===== src/rtl/rxd_pkg.sv =====
package rxd_pkg;
  localparam int OWN_BIT   = 31;
  localparam int LEN_LSB   = 16;
  localparam int LEN_W     = 14;
  localparam int FIRST_BIT = 9;
  localparam int LAST_BIT  = 8;
  localparam int CHAIN_BIT = 14;
  localparam int SIZE_W    = 13;

  typedef enum logic [3:0] {
    S_IDLE, S_RD_OWN, S_CHK, S_RD1, S_RD2, S_RD3, S_DATA, S_WSTAT, S_SUSP
  } rxd_state_e;
endpackage


===== src/rtl/rxd_packer.sv =====
module rxd_packer (
  input  logic        clk_i,
  input  logic        rst_ni,
  input  logic        acc_i,
  input  logic [7:0]  byte_i,
  input  logic [1:0]  lane_i,
  input  logic        flush_i,
  output logic        we_o,
  output logic [31:0] wdata_o,
  output logic [3:0]  be_o
);
  logic [3:0][7:0] hold_q;
  logic [3:0][7:0] merged;

  always_ff @(posedge clk_i or negedge rst_ni) begin
    if (!rst_ni) hold_q <= '0;
    else if (acc_i) hold_q[lane_i] <= byte_i;
  end

  always_comb begin
    merged         = hold_q;
    merged[lane_i] = byte_i;
  end

  assign wdata_o = merged;
  assign we_o    = acc_i && (lane_i == 2'd3 || flush_i);

  for (genvar i = 0; i < 4; i++) begin : g_be
    assign be_o[i] = (2'(i) <= lane_i);
  end

  AST_BE_CONTIG: assert property (@(posedge clk_i) disable iff (!rst_ni)
    we_o |-> (be_o == 4'h1 || be_o == 4'h3 || be_o == 4'h7 || be_o == 4'hF));
endmodule


===== src/rtl/rxd_miss_cnt.sv =====
module rxd_miss_cnt #(
  parameter int W = 16
) (
  input  logic         clk_i,
  input  logic         rst_ni,
  input  logic         inc_i,
  output logic [W-1:0] cnt_o
);
  always_ff @(posedge clk_i or negedge rst_ni) begin
    if (!rst_ni) cnt_o <= '0;
    else if (inc_i) cnt_o <= cnt_o + W'(1);
  end

  AST_MISS_HOLD: assert property (@(posedge clk_i) disable iff (!rst_ni)
    !inc_i |=> $stable(cnt_o));
endmodule


===== src/rtl/rx_desc_dma.sv =====
module rx_desc_dma
  import rxd_pkg::*;
#(
  parameter int AW     = 32,
  parameter int MISS_W = 16
) (
  input  logic              clk_i,
  input  logic              rst_ni,
  input  logic              run_i,
  input  logic              poll_i,
  input  logic              rbu_clr_i,
  input  logic [AW-1:0]     list_base_i,
  input  logic              rx_valid_i,
  input  logic [7:0]        rx_data_i,
  input  logic              rx_last_i,
  output logic              rx_ready_o,
  output logic              mem_req_o,
  output logic              mem_we_o,
  output logic [AW-1:0]     mem_addr_o,
  output logic [3:0]        mem_be_o,
  output logic [31:0]       mem_wdata_o,
  input  logic [31:0]       mem_rdata_i,
  output logic              rbu_o,
  output logic [MISS_W-1:0] miss_cnt_o
);
  localparam logic [AW-1:0] W1 = AW'(4);
  localparam logic [AW-1:0] W2 = AW'(8);
  localparam logic [AW-1:0] W3 = AW'(12);
  localparam logic [AW-1:0] DESC_STRIDE = AW'(16);

  rxd_state_e state_q;
  logic [AW-1:0]     cur_q, nxt_q, buf_q;
  logic [SIZE_W-1:0] bsize_q, bcnt_q;
  logic [LEN_W-1:0]  total_q;
  logic              chain_q, first_q, last_q, skip_q;

  logic acc, store, drop_end, full, flush;
  logic pk_we;
  logic [31:0] pk_wdata;
  logic [3:0]  pk_be;
  logic [AW-1:0] word_addr;
  logic [31:0] stat_word;

  assign rx_ready_o = (state_q == S_DATA) || (state_q == S_SUSP);
  assign acc        = rx_valid_i && rx_ready_o;
  assign store      = acc && (state_q == S_DATA) && !skip_q;
  assign drop_end   = acc && rx_last_i && ((state_q == S_SUSP) || skip_q);
  assign full       = ({1'b0, bcnt_q} + (SIZE_W+1)'(1)) == {1'b0, bsize_q};
  assign flush      = rx_last_i || full;
  assign word_addr  = buf_q + {{(AW-SIZE_W){1'b0}}, bcnt_q[SIZE_W-1:2], 2'b00};
  assign stat_word  = {2'b00, (last_q ? total_q : {LEN_W{1'b0}}), 6'd0,
                       first_q, last_q, 8'd0};

  rxd_packer u_pack (
    .clk_i   (clk_i),
    .rst_ni  (rst_ni),
    .acc_i   (store),
    .byte_i  (rx_data_i),
    .lane_i  (bcnt_q[1:0]),
    .flush_i (flush),
    .we_o    (pk_we),
    .wdata_o (pk_wdata),
    .be_o    (pk_be)
  );

  rxd_miss_cnt #(.W(MISS_W)) u_miss (
    .clk_i  (clk_i),
    .rst_ni (rst_ni),
    .inc_i  (drop_end),
    .cnt_o  (miss_cnt_o)
  );

  always_comb begin
    mem_req_o   = 1'b0;
    mem_we_o    = 1'b0;
    mem_addr_o  = cur_q;
    mem_be_o    = 4'h0;
    mem_wdata_o = 32'd0;
    unique case (state_q)
      S_RD_OWN: mem_req_o = 1'b1;
      S_CHK: begin
        mem_req_o  = mem_rdata_i[OWN_BIT];
        mem_addr_o = cur_q + W1;
      end
      S_RD1: begin
        mem_req_o  = 1'b1;
        mem_addr_o = cur_q + W2;
      end
      S_RD2: begin
        mem_req_o  = 1'b1;
        mem_addr_o = cur_q + W3;
      end
      S_DATA: begin
        mem_req_o   = pk_we && !skip_q;
        mem_we_o    = 1'b1;
        mem_addr_o  = word_addr;
        mem_be_o    = pk_be;
        mem_wdata_o = pk_wdata;
      end
      S_WSTAT: begin
        mem_req_o   = 1'b1;
        mem_we_o    = 1'b1;
        mem_be_o    = 4'hF;
        mem_wdata_o = stat_word;
      end
      default: ;
    endcase
  end

  always_ff @(posedge clk_i or negedge rst_ni) begin
    if (!rst_ni) begin
      state_q <= S_IDLE;
      cur_q   <= '0;
      nxt_q   <= '0;
      buf_q   <= '0;
      bsize_q <= '0;
      bcnt_q  <= '0;
      total_q <= '0;
      chain_q <= 1'b0;
      first_q <= 1'b1;
      last_q  <= 1'b0;
      skip_q  <= 1'b0;
      rbu_o   <= 1'b0;
    end else begin
      if (state_q == S_CHK && !mem_rdata_i[OWN_BIT]) rbu_o <= 1'b1;
      else if (rbu_clr_i) rbu_o <= 1'b0;

      unique case (state_q)
        S_IDLE: if (run_i) begin
          cur_q   <= list_base_i;
          first_q <= 1'b1;
          skip_q  <= 1'b0;
          total_q <= '0;
          state_q <= S_RD_OWN;
        end
        S_RD_OWN: state_q <= run_i ? S_CHK : S_IDLE;
        S_CHK: begin
          if (mem_rdata_i[OWN_BIT]) state_q <= S_RD1;
          else begin
            state_q <= S_SUSP;
            if (!first_q) skip_q <= 1'b1;  // frame cut short: drop its tail
            first_q <= 1'b1;
            total_q <= '0;
          end
        end
        S_RD1: begin
          bsize_q <= mem_rdata_i[SIZE_W-1:0];
          chain_q <= mem_rdata_i[CHAIN_BIT];
          state_q <= S_RD2;
        end
        S_RD2: begin
          buf_q   <= mem_rdata_i[AW-1:0];
          state_q <= S_RD3;
        end
        S_RD3: begin
          nxt_q   <= mem_rdata_i[AW-1:0];
          bcnt_q  <= '0;
          state_q <= S_DATA;
        end
        S_DATA: if (acc) begin
          if (skip_q) begin
            if (rx_last_i) skip_q <= 1'b0;
          end else begin
            bcnt_q  <= bcnt_q + SIZE_W'(1);
            total_q <= total_q + LEN_W'(1);
            if (flush) begin
              last_q  <= rx_last_i;
              state_q <= S_WSTAT;
            end
          end
        end
        S_WSTAT: begin
          first_q <= last_q;
          if (last_q) total_q <= '0;
          cur_q   <= chain_q ? nxt_q : cur_q + DESC_STRIDE;
          state_q <= S_RD_OWN;
        end
        S_SUSP: begin
          if (acc) skip_q <= !rx_last_i;
          if (!run_i) state_q <= S_IDLE;
          else if (poll_i) state_q <= S_RD_OWN;
        end
        default: state_q <= S_IDLE;
      endcase
    end
  end

  AST_RBU_HOLD: assert property (@(posedge clk_i) disable iff (!rst_ni)
    rbu_o && !rbu_clr_i |=> rbu_o);
  AST_SUSP_QUIET: assert property (@(posedge clk_i) disable iff (!rst_ni)
    state_q == S_SUSP |-> !mem_req_o);
  AST_POLL_REFETCH: assert property (@(posedge clk_i) disable iff (!rst_ni)
    state_q == S_SUSP && run_i && poll_i |=>
      mem_req_o && !mem_we_o && mem_addr_o == $past(cur_q));
  AST_STAT_RELEASE: assert property (@(posedge clk_i) disable iff (!rst_ni)
    state_q == S_WSTAT |-> mem_we_o && !mem_wdata_o[OWN_BIT]);
  AST_FETCH_STALL: assert property (@(posedge clk_i) disable iff (!rst_ni)
    mem_req_o && !mem_we_o |-> !rx_ready_o);
endmodule


===== config.mk =====
export PLATFORM = sky130hd
export DESIGN_NAME = rx_desc_dma
export DESIGN_NICKNAME = d
export VERILOG_FILES = /design/src/rtl/rxd_pkg.sv /design/src/rtl/rxd_packer.sv /design/src/rtl/rxd_miss_cnt.sv /design/src/rtl/rx_desc_dma.sv
export SDC_FILE = /design/constraint.sdc
export NUM_CORES = 1
export LEC_CHECK = 0
export BUFFER_PORTS_ARGS = -buffer_cell sky130_fd_sc_hd__buf_2
export CAP_MARGIN = 20
export CORE_AREA = 3 3 179 181
export CTS_BUF_LIST = sky130_fd_sc_hd__clkbuf_2 sky130_fd_sc_hd__clkbuf_4 sky130_fd_sc_hd__clkbuf_8
export CTS_CLUSTER_DIAMETER = 150
export DETAILED_ROUTE_END_ITERATION = 8
export DIE_AREA = 0 0 182 184
export SLEW_MARGIN = 10
export SYNTH_ARGS = -nofsm -noshare
export SYNTH_HDL_FRONTEND = slang
export SYNTH_SLANG_ARGS = --single-unit

===== constraint.sdc =====
create_clock -name clk_i -period 4.9 [get_ports clk_i]
set_input_delay 0.98 -clock clk_i [delete_from_list [all_inputs] [get_ports clk_i]]
set_output_delay 0.98 -clock clk_i [all_outputs]
set_load 0.1 [all_outputs]

==> results of run 1 <==
[flip-flops by register name, indices dropped and copies added (netlist names)]
name           count
bsize_q           13
cur_q             32
last_q             1
nxt_q             32
state_q            4
bcnt_q            13
buf_q             32
u_miss.cnt_o      16
u_pack.hold_q     32
rbu_o              1
total_q           14
chain_q            1
skip_q             1
first_q            1
[power by group]
| group | internal [mW] | leakage, nW | switching, mW |
|---|---|---|---|
| registers | 2.17 | 2.43 | 0.697 |
| clock network | 0.436 | 0.211 | 0.690 |
| logic | 2.00 | 3.55 | 4.56 |
[layer usage]
metal,vias up,global-route usage
met5,-,0
met1,5733,0.355
met3,81,0.0396
li1,5379,-
met4,0,0.0789
met2,470,0.375
[how the worst min path moves through the flow]
stage	startpoint	to	slack, ps	cells after the start
after floorplan	cur_q[0]	cur_q[0]	450	2
after global placement	u_miss.cnt_o[15]	u_miss.cnt_o[15]	460	1
after detailed placement	u_miss.cnt_o[15]	u_miss.cnt_o[15]	460	1
after CTS	u_miss.cnt_o[15]	u_miss.cnt_o[15]	480	1
after global routing	u_miss.cnt_o[15]	u_miss.cnt_o[15]	500	1
final	u_miss.cnt_o[15]	u_miss.cnt_o[15]	480	1
[cells by family (layout without fill, tap and decap cells)]
family / Yosys count / after routing / share of synthesized area
DFF: 193 / 193 / 0.388
other: 0 / 2 / 0
buffers and inverters: 121 / 259 / 0.0397
xor gates and xnor gates: 71 / 71 / 0.0500
muxes: 126 / 126 / 0.110
AOI/OAI and AO/OA: 378 / 378 / 0.191
and+or+nand+nor: 497 / 497 / 0.196
adders and majority gates: 23 / 23 / 0.0241
[through the flow]
stage / hold slack, ps / cells
6_report: 475 / 1945
5_1_grt: 504 / 1944
4_1_cts: 477 / 1943
3_5_place_dp: 458 / 1911
3_3_place_gp: 458 / 1911
2_1_floorplan: 446 / 1409
[area by class of cell]
| class | instances | share of cell area |
|---|---|---|
| timing repair buffer | 199 | 0.0890 |
| clock buffer | 17 | 0.0164 |
| sequential | 193 | 0.338 |
| multi-input combinational | 1095 | 0.501 |
| tap | 396 | 0.0347 |
| antenna | 2 | 0.000350 |
| clock inverter | 15 | 0.0131 |
| inverter | 28 | 0.00735 |
[timing repair]
action                                  4_1_cts  5_1_grt
endpoints found under the setup margin        0        3
hold buffers                                  0        0
endpoints found under the hold margin         0        0
gates resized for setup                       0        3
[cell usage after synthesis, types with 8 or more instances]
cell type,count
sky130_fd_sc_hd__o31ai_1,15
sky130_fd_sc_hd__xor2_1,21
sky130_fd_sc_hd__mux2i_1,36
sky130_fd_sc_hd__buf_1,13
sky130_fd_sc_hd__nor4_1,8
sky130_fd_sc_hd__a21o_1,8
sky130_fd_sc_hd__nand2_1,171
sky130_fd_sc_hd__nand2b_1,12
sky130_fd_sc_hd__a211oi_1,13
sky130_fd_sc_hd__nand4_1,23
sky130_fd_sc_hd__buf_2,23
sky130_fd_sc_hd__and2_1,15
sky130_fd_sc_hd__o221ai_1,8
sky130_fd_sc_hd__o21ai_0,113
sky130_fd_sc_hd__nor3_1,29
sky130_fd_sc_hd__xnor2_1,50
sky130_fd_sc_hd__o211ai_1,9
sky130_fd_sc_hd__clkbuf_1,52
sky130_fd_sc_hd__dfrtp_1,192
sky130_fd_sc_hd__nand3_1,50
sky130_fd_sc_hd__a21oi_1,85
sky130_fd_sc_hd__o22ai_1,15
sky130_fd_sc_hd__o22a_1,9
sky130_fd_sc_hd__a21boi_0,8
sky130_fd_sc_hd__and3_1,26
sky130_fd_sc_hd__nor2b_1,15
sky130_fd_sc_hd__inv_1,28
sky130_fd_sc_hd__ha_1,20
sky130_fd_sc_hd__nor2_1,103
sky130_fd_sc_hd__o21a_1,8
sky130_fd_sc_hd__and4_1,8
sky130_fd_sc_hd__a31oi_1,31
sky130_fd_sc_hd__mux2_2,90
[worst max-delay path: stages, from the launching register on]
cell and delay, ps:
sky130_fd_sc_hd__dfrtp_1 500, sky130_fd_sc_hd__ha_1 240, sky130_fd_sc_hd__inv_1 60, sky130_fd_sc_hd__fa_1 370, sky130_fd_sc_hd__nand2b_1 240, sky130_fd_sc_hd__a2111oi_4 370
sky130_fd_sc_hd__o21ai_2 230, sky130_fd_sc_hd__a211oi_1 320, sky130_fd_sc_hd__xnor2_1 100, sky130_fd_sc_hd__o22ai_1 230, sky130_fd_sc_hd__buf_2 480
==> flow_metrics.tcl, run 1 <==
set metrics [dict create \
    finClkSkew_ps 22.3 \
    die_area_mm2 0.0335 \
    h-tree-depth 4 \
    synth_enable_flop_cells 0 \
    grt.overflow.total 0 \
    synth_ff_type "sky130_fd_sc_hd__dfrtp_1" \
    peakVddDrop_uv 760 \
    fin_tns_setup_ps 0 \
    buffer_ports.inserted 166 \
    die-width_um 182 \
    number_of_antenna_violations_at_the_first_check_in_global_routing 2 \
    io_pins 167 \
    root_buffer "sky130_fd_sc_hd__clkbuf_8" \
    route.top_layer_used "met4" \
    grt_pass1_vias 11200 \
    crit_end "mem_addr_o[26]" \
    hold_path.class "register to register" \
    worstSetupStartpointType "register" \
    period_utilization_post_route 0.946 \
    arrival_ps 3660 \
    cp-end-kind "primary output" \
    postLayoutCoreUtil 0.467 \
    initial_core_util 0.407 \
    drc_errors 0 \
    place_worst_setup_slack_ps 758 \
    wl_met2_um 18400 \
    nNetsFinal 1635 \
    layout_commonest_cell "sky130_fd_sc_hd__dfrtp_1" \
    max_cap_viol_count 0 \
    drt_pre_antenna_iters 6 \
    post_synth.cell_area_avg_um2 8.83 \
    timing.slew.headroom 0.254 \
    yosysTopAreaCell "sky130_fd_sc_hd__dfrtp_1" \
    outcome "finished clean" \
    wl_um 41300 \
    finalMaxSlewViolations 0 \
    cts_inserted_buffers 17 \
    max_clock_freq_mhz 216 \
    route.met3.wl_um 2850 \
    required_ps 3920 \
    post_synth_main_area_contributors "sky130_fd_sc_hd__dfrtp_1 39%, sky130_fd_sc_hd__mux2_2 8.1%, sky130_fd_sc_hd__nand2_1 5.2%" \
    synthToLayoutAreaGrowth_pct 14.9 \
    slew_at_the_pin_with_the_worst_max_slew_slack_ps 1110 \
    reg2reg_setup_slack_ps 1530 \
    synth_top_area_share 0.386 \
    via_count 11700 \
    layout_cells_sized_above_1 0.220 \
    synth.ff_latch_count 193 \
    wire_length_of_the_first_global_routing_pass_um 65100 \
    design_area_mm2 0.0143 \
    cts_tree "built" \
    ff2ff_path_depth 8 \
    die_height_um 184 \
    worstPathMaxFanout 11 \
    register_area_mm2 0.00483 \
    syn_nets 1510 \
    period_needed_ps 4640 \
    fin_total_pwr_mw 10.6 \
    core.rowCount 64 \
    yosysSeqAreaShare 0.388 \
    initial_drt_markers 997 \
    async_reset_ff_frac 1.00 \
    gp_routability_congestion 0.994 \
    number_of_antenna_violating_nets_in_the_routed_design 0 \
    drt-wirelength-per-cell_um 21.2 \
    cts.reportedPaths.clkPinSlew_ps 120 \
    dpl.hpwl_um 29800 \
    cts.sinks 193 \
    setup-violations-final 0 \
    route.layer.met1.wl_um 19000 \
    final_critical_path_setup_slack_ps 264 \
    setup.worst_path.class "register to primary output" \
    fillers 2996 \
    grt_setup_unrepaired "false" \
    synth_cell_area_mm2 0.0124 \
    avgViaCountPerCell 6.00 \
    regToRegStartpoint "state_q[3]" \
    critPathLaunch "bcnt_q[2]" \
    leakagePower_nw 6.19 \
    power.density_cell_area_mw_per_mm2 738 \
    finalHoldViolCount 0 \
    clock_tree.buffer_depth 2 \
    global_route.usage.total 0.245 \
    synth.distinct_cells 77 \
    multi_input_area_mm2 0.00717 \
    core_area_mm2 0.0306 \
    synth_warnings 0 \
    placed_area_mm2 0.0139 \
    syn_inst 1409 \
    post-cts-setup-buffers 0 \
    layout_common_cells "192 x sky130_fd_sc_hd__dfrtp_1, 171 x sky130_fd_sc_hd__nand2_1, 151 x sky130_fd_sc_hd__buf_2" \
    worst_skew_late_latency_ps 510 \
    reg2reg_to "total_q[13]" \
    grt_start_max_net_pins 113 \
]
(Power assumes the default switching activity.)
==> run 2, diff against run 1 <==
- SETUP_SLACK_MARGIN: unset -> 0.3
==> flow_metrics.tcl, run 2 (synthesis gave the netlist of run 1 again) <==
set metrics [dict create \
    cts.reportedPaths.clkPinSlew_ps 120 \
    synthToLayoutAreaGrowth_pct 15.1 \
    finalHoldViolCount 0 \
    slew_at_the_pin_with_the_worst_max_slew_slack_ps 1070 \
    final_critical_path_setup_slack_ps 424 \
    drt_pre_antenna_iters 5 \
    max_clock_freq_mhz 223 \
    design_area_mm2 0.0143 \
    grt.overflow.total 0 \
    die_height_um 184 \
    period_needed_ps 4480 \
    global_route.usage.total 0.248 \
    leakagePower_nw 6.18 \
    cts.sinks 193 \
    worstSetupStartpointType "register" \
    placed_area_mm2 0.0138 \
    avgViaCountPerCell 5.94 \
    worst_path_dominant_cell_family "simple AND/OR/NAND/NOR gates" \
    cts_inserted_buffers 17 \
    grt_start_max_net_pins 99 \
    layout_commonest_cell "sky130_fd_sc_hd__dfrtp_1" \
    core.rowCount 64 \
    layout_cells_sized_above_1 0.230 \
    timing.slew.headroom 0.287 \
    nNetsFinal 1637 \
    io_pins 167 \
    reg2reg_setup_slack_ps 1430 \
    postLayoutCoreUtil 0.468 \
    critical_path.cell_chain "ha_1 > and3_1 > nand3_1 > nor4_1 > xor2_1 > nand2_1 > a31oi_1 > buf_2" \
    regToRegStartpoint "state_q[0]" \
    drc_errors 0 \
    arrival_ps 3500 \
    ff2ff_path_depth 8 \
    finClkSkew_ps 21.9 \
    grt_setup_unrepaired "false" \
    wire_length_of_the_first_global_routing_pass_um 65100 \
    number_of_antenna_violations_at_the_first_check_in_global_routing 1 \
    cts_tree "built" \
    peakVddDrop_uv 675 \
    via_count 11600 \
    root_buffer "sky130_fd_sc_hd__clkbuf_8" \
    max_cap_viol_count 0 \
    power.density_cell_area_mw_per_mm2 730 \
    wl_um 42000 \
    worst_hold_path_ep "u_miss.cnt_o[15]" \
    max_stage_delay_ps 750 \
    core_area_mm2 0.0306 \
    holdPathStages 1 \
    cp-end-kind "primary output" \
    die_area_mm2 0.0335 \
    die-width_um 182 \
    dpl.hpwl_um 29600 \
    clock_tree.buffer_depth 2 \
    gp_routability_congestion 0.942 \
    setup.worst_path.class "register to primary output" \
    hold_wc_startpoint "u_miss.cnt_o[15]" \
    place_worst_setup_slack_ps 635 \
    reg2reg_to "total_q[13]" \
    grt_pass1_vias 11300 \
    required_ps 3920 \
    fin_tns_setup_ps 0 \
    number_of_antenna_violating_nets_in_the_routed_design 0 \
    highest_delay_cell_along_the_critical_path "sky130_fd_sc_hd__dfrtp_1" \
    hold_path.class "register to register" \
    period_utilization_post_route 0.913 \
    finalMaxSlewViolations 0 \
    worstPathMaxFanout 14 \
    fin_total_pwr_mw 10.5 \
    worst_skew_late_latency_ps 510 \
    initial_drt_markers 1053 \
    crit_buf_inv 1 \
    layout_common_cells "190 x sky130_fd_sc_hd__dfrtp_1, 171 x sky130_fd_sc_hd__nand2_1, 152 x sky130_fd_sc_hd__buf_2" \
    buffer_ports.inserted 166 \
    h-tree-depth 4 \
    drt-wirelength-per-cell_um 21.6 \
    setup-violations-final 0 \
    initial_core_util 0.407 \
    outcome "finished clean" \
]
==> run 2: power breakdown <==
| part | leakage (nW) | switching (mW) | internal [mW] |
|---|---|---|---|
| clock | 0.205 | 0.688 | 0.394 |
| sequential | 2.43 | 0.734 | 2.17 |
| combinational | 3.55 | 4.55 | 1.92 |
| total | 6.18 | 5.97 | 4.49 |
==> run 2: worst max-delay path by stage <==
stage / from / to / cells past startpoint
6_report: cur_q[3] / mem_addr_o[23] / 8
5_1_grt: bcnt_q[2] / mem_addr_o[28] / 10
4_1_cts: bcnt_q[2] / mem_addr_o[28] / 10
3_5_place_dp: bcnt_q[2] / mem_addr_o[28] / 10
3_3_place_gp: bcnt_q[2] / mem_addr_o[28] / 10
2_1_floorplan: state_q[0] / mem_addr_o[11] / 9
==> run 2: timing repair <==
action	CTS	global route
pin swaps	0	1
setup endpoints to repair	8	12
gates resized for setup	7	12
gates cloned	0	0
hold buffers	0	0
setup buffers	0	2
==> run 2: final cells by class <==
cell class,count,area [um^2]
Sequential cell,193,4830
Multi-Input combinational cell,1095,7250
Fill cell,3051,16300
Inverter,28,105
Antenna cell,1,2.50
Tap cell,396,495
Clock inverter,14,163
Timing Repair Buffer,201,1240
Clock buffer,18,241
==> run 2: metal layers <==
layer  GRT usage  up-vias  wire length, um
li1            -     5372                -
met1       0.358     5722            19600
met2       0.379      406            18800
met3      0.0390       67             2550
met4      0.0862        0             1130
met5           0        -                0
==> run 2: metrics by stage <==
step           hold WS (ps)  std cells
2_1_floorplan           446       1409
3_3_place_gp            457       1911
3_5_place_dp            459       1911
4_1_cts                 476       1943
5_1_grt                 513       1946
6_report                471       1946
==> run 3, diff against run 2 <==
- PLACE_DENSITY_LB_ADDON: unset -> 0.12
==> flow_metrics.tcl, run 3 (synthesis gave the netlist of run 1 again) <==
set metrics [dict create \
    required_ps 3920 \
    regToRegStartpoint "state_q[3]" \
    cts.sinks 193 \
    highest_delay_cell_along_the_critical_path "sky130_fd_sc_hd__a2111oi_4" \
    clock_tree.buffer_depth 2 \
    hold_wc_startpoint "u_miss.cnt_o[15]" \
    holdBufCountCts 0 \
    layout_cells_sized_above_1 0.231 \
    critical_path.cell_chain "ha_1 > inv_1 > fa_1 > nand2b_1 > a2111oi_4 > nor2_1 > o21ai_0 > xor2_1 > a221o_1 > buf_2" \
    register_area_mm2 0.00483 \
    placed_area_mm2 0.0139 \
    die_height_um 184 \
    gp_routability_congestion 0.936 \
    fillers 3079 \
    worst_path_dominant_cell_family "compound AO/OA/AOI/OAI gates" \
    arrival_ps 3440 \
    reg2reg_setup_slack_ps 1860 \
    initial_core_util 0.407 \
    worst_hold_path_ep "u_miss.cnt_o[15]" \
    grt.overflow.total 0 \
    worst_skew_late_latency_ps 510 \
    grt_pass1_vias 11200 \
    multi_input_area_mm2 0.00725 \
    period_utilization_post_route 0.903 \
    slew_at_the_pin_with_the_worst_max_slew_slack_ps 954 \
    max_cap_viol_count 0 \
    setup-violations-final 0 \
    avgViaCountPerCell 5.93 \
    peakVddDrop_uv 552 \
    global_route.usage.total 0.253 \
    cp-end-kind "primary output" \
    outcome "finished clean" \
    die_area_mm2 0.0335 \
    grt_start_max_net_pins 93 \
    reg2reg_to "u_pack.hold_q[27]" \
    finClkSkew_ps 24.7 \
    number_of_antenna_violations_at_the_first_check_in_global_routing 2 \
    leakagePower_nw 6.17 \
    root_buffer "sky130_fd_sc_hd__clkbuf_8" \
    setup.worst_path.class "register to primary output" \
    timing.slew.headroom 0.364 \
    dpl.hpwl_um 30500 \
    ff2ff_path_depth 7 \
    cts_tree "built" \
    synthToLayoutAreaGrowth_pct 15.4 \
    core_area_mm2 0.0306 \
    h-tree-depth 4 \
    fin_tns_setup_ps 0 \
    cts.reportedPaths.clkPinSlew_ps 100 \
    die-width_um 182 \
    via_count 11600 \
    io_pins 167 \
    wl_um 42500 \
    crit_buf_inv 2 \
    design_area_mm2 0.0144 \
    nNetsFinal 1640 \
    worstSetupStartpointType "register" \
    core.rowCount 64 \
    layout_common_cells "190 x sky130_fd_sc_hd__dfrtp_1, 171 x sky130_fd_sc_hd__nand2_1, 149 x sky130_fd_sc_hd__buf_2" \
    number_of_antenna_violating_nets_in_the_routed_design 0 \
    drt-wirelength-per-cell_um 21.8 \
    finalMaxSlewViolations 0 \
    finalHoldViolCount 0 \
    power.density_cell_area_mw_per_mm2 730 \
    holdPathStages 1 \
    drc_errors 0 \
    max_clock_freq_mhz 226 \
    initial_drt_markers 1017 \
    wire_length_of_the_first_global_routing_pass_um 66100 \
    drt_pre_antenna_iters 5 \
    max_stage_delay_ps 460 \
    period_needed_ps 4420 \
    cts_inserted_buffers 17 \
    buffer_ports.inserted 166 \
    hold_path.class "register to register" \
    layout_commonest_cell "sky130_fd_sc_hd__dfrtp_1" \
    grt_setup_unrepaired "false" \
    worstPathMaxFanout 6 \
]
## run 3: how the worst max path moves through the flow
stage / from / end / cells after the start
after floorplan: state_q[0] / mem_addr_o[11] / 9
after global placement: bcnt_q[2] / mem_addr_o[26] / 10
after detailed placement: bcnt_q[2] / mem_addr_o[26] / 10
after CTS: bcnt_q[10] / mem_addr_o[25] / 8
after global routing: bcnt_q[10] / mem_addr_o[21] / 8
final: bcnt_q[2] / mem_addr_o[12] / 10
## run 3: worst reg2reg max path, stage by stage (launching register included)
cell,delay [ps]
sky130_fd_sc_hd__dfrtp_1,390
sky130_fd_sc_hd__buf_4,230
sky130_fd_sc_hd__nand4bb_4,590
sky130_fd_sc_hd__buf_4,500
sky130_fd_sc_hd__nor3_2,210
sky130_fd_sc_hd__buf_4,290
sky130_fd_sc_hd__nand2_1,340
sky130_fd_sc_hd__mux2_2,390
## run 3: layer usage
| layer | GRT usage | vias up | share of wire |
|---|---|---|---|
| li1 | - | 5370 | - |
| met1 | 0.359 | 5707 | 0.46 |
| met2 | 0.393 | 413 | 0.45 |
| met3 | 0.0461 | 61 | 0.067 |
| met4 | 0.0786 | 2 | 0.024 |
| met5 | 0 | - | 0.00031 |
## run 3: area by class of cell
type                    instances  share of cell area
multi-input cells            1095               0.505
flip-flops and latches        193               0.337
repair buffers                204              0.0907
well taps                     396              0.0345
clock buffers                  18              0.0168
clock inverters                14             0.00932
inverters                      28             0.00732
diodes                          1            0.000174
## run 3: power breakdown
| part | internal [mW] | total [mW] | switching [mW] |
|---|---|---|---|
| Combinational | 1.98 | 6.56 | 4.58 |
| Clock | 0.414 | 1.05 | 0.635 |
| Sequential | 2.17 | 2.87 | 0.699 |
## run 3: metrics by stage
| stage | power, mW | setup WS, ps | hold slack [ps] | utilization | std cells |
|---|---|---|---|---|---|
| floorplan | 7.58 | 218 | 446 | - | 1409 |
| global placement | 9.30 | 858 | 459 | 0.454 | 1913 |
| detailed placement | 9.37 | 817 | 467 | 0.454 | 1913 |
| CTS | 10.5 | 309 | 488 | 0.467 | 1945 |
| global route | 11.0 | 295 | 501 | 0.469 | 1949 |
| finish | 10.5 | 476 | 477 | 0.469 | 1949 |
## run 3: timing repair
action	4_1_cts	5_1_grt
setup buffers	0	3
resized for setup	6	12
endpoints found under the hold margin	0	0
setup endpoints to repair	7	16
pin swaps	0	1
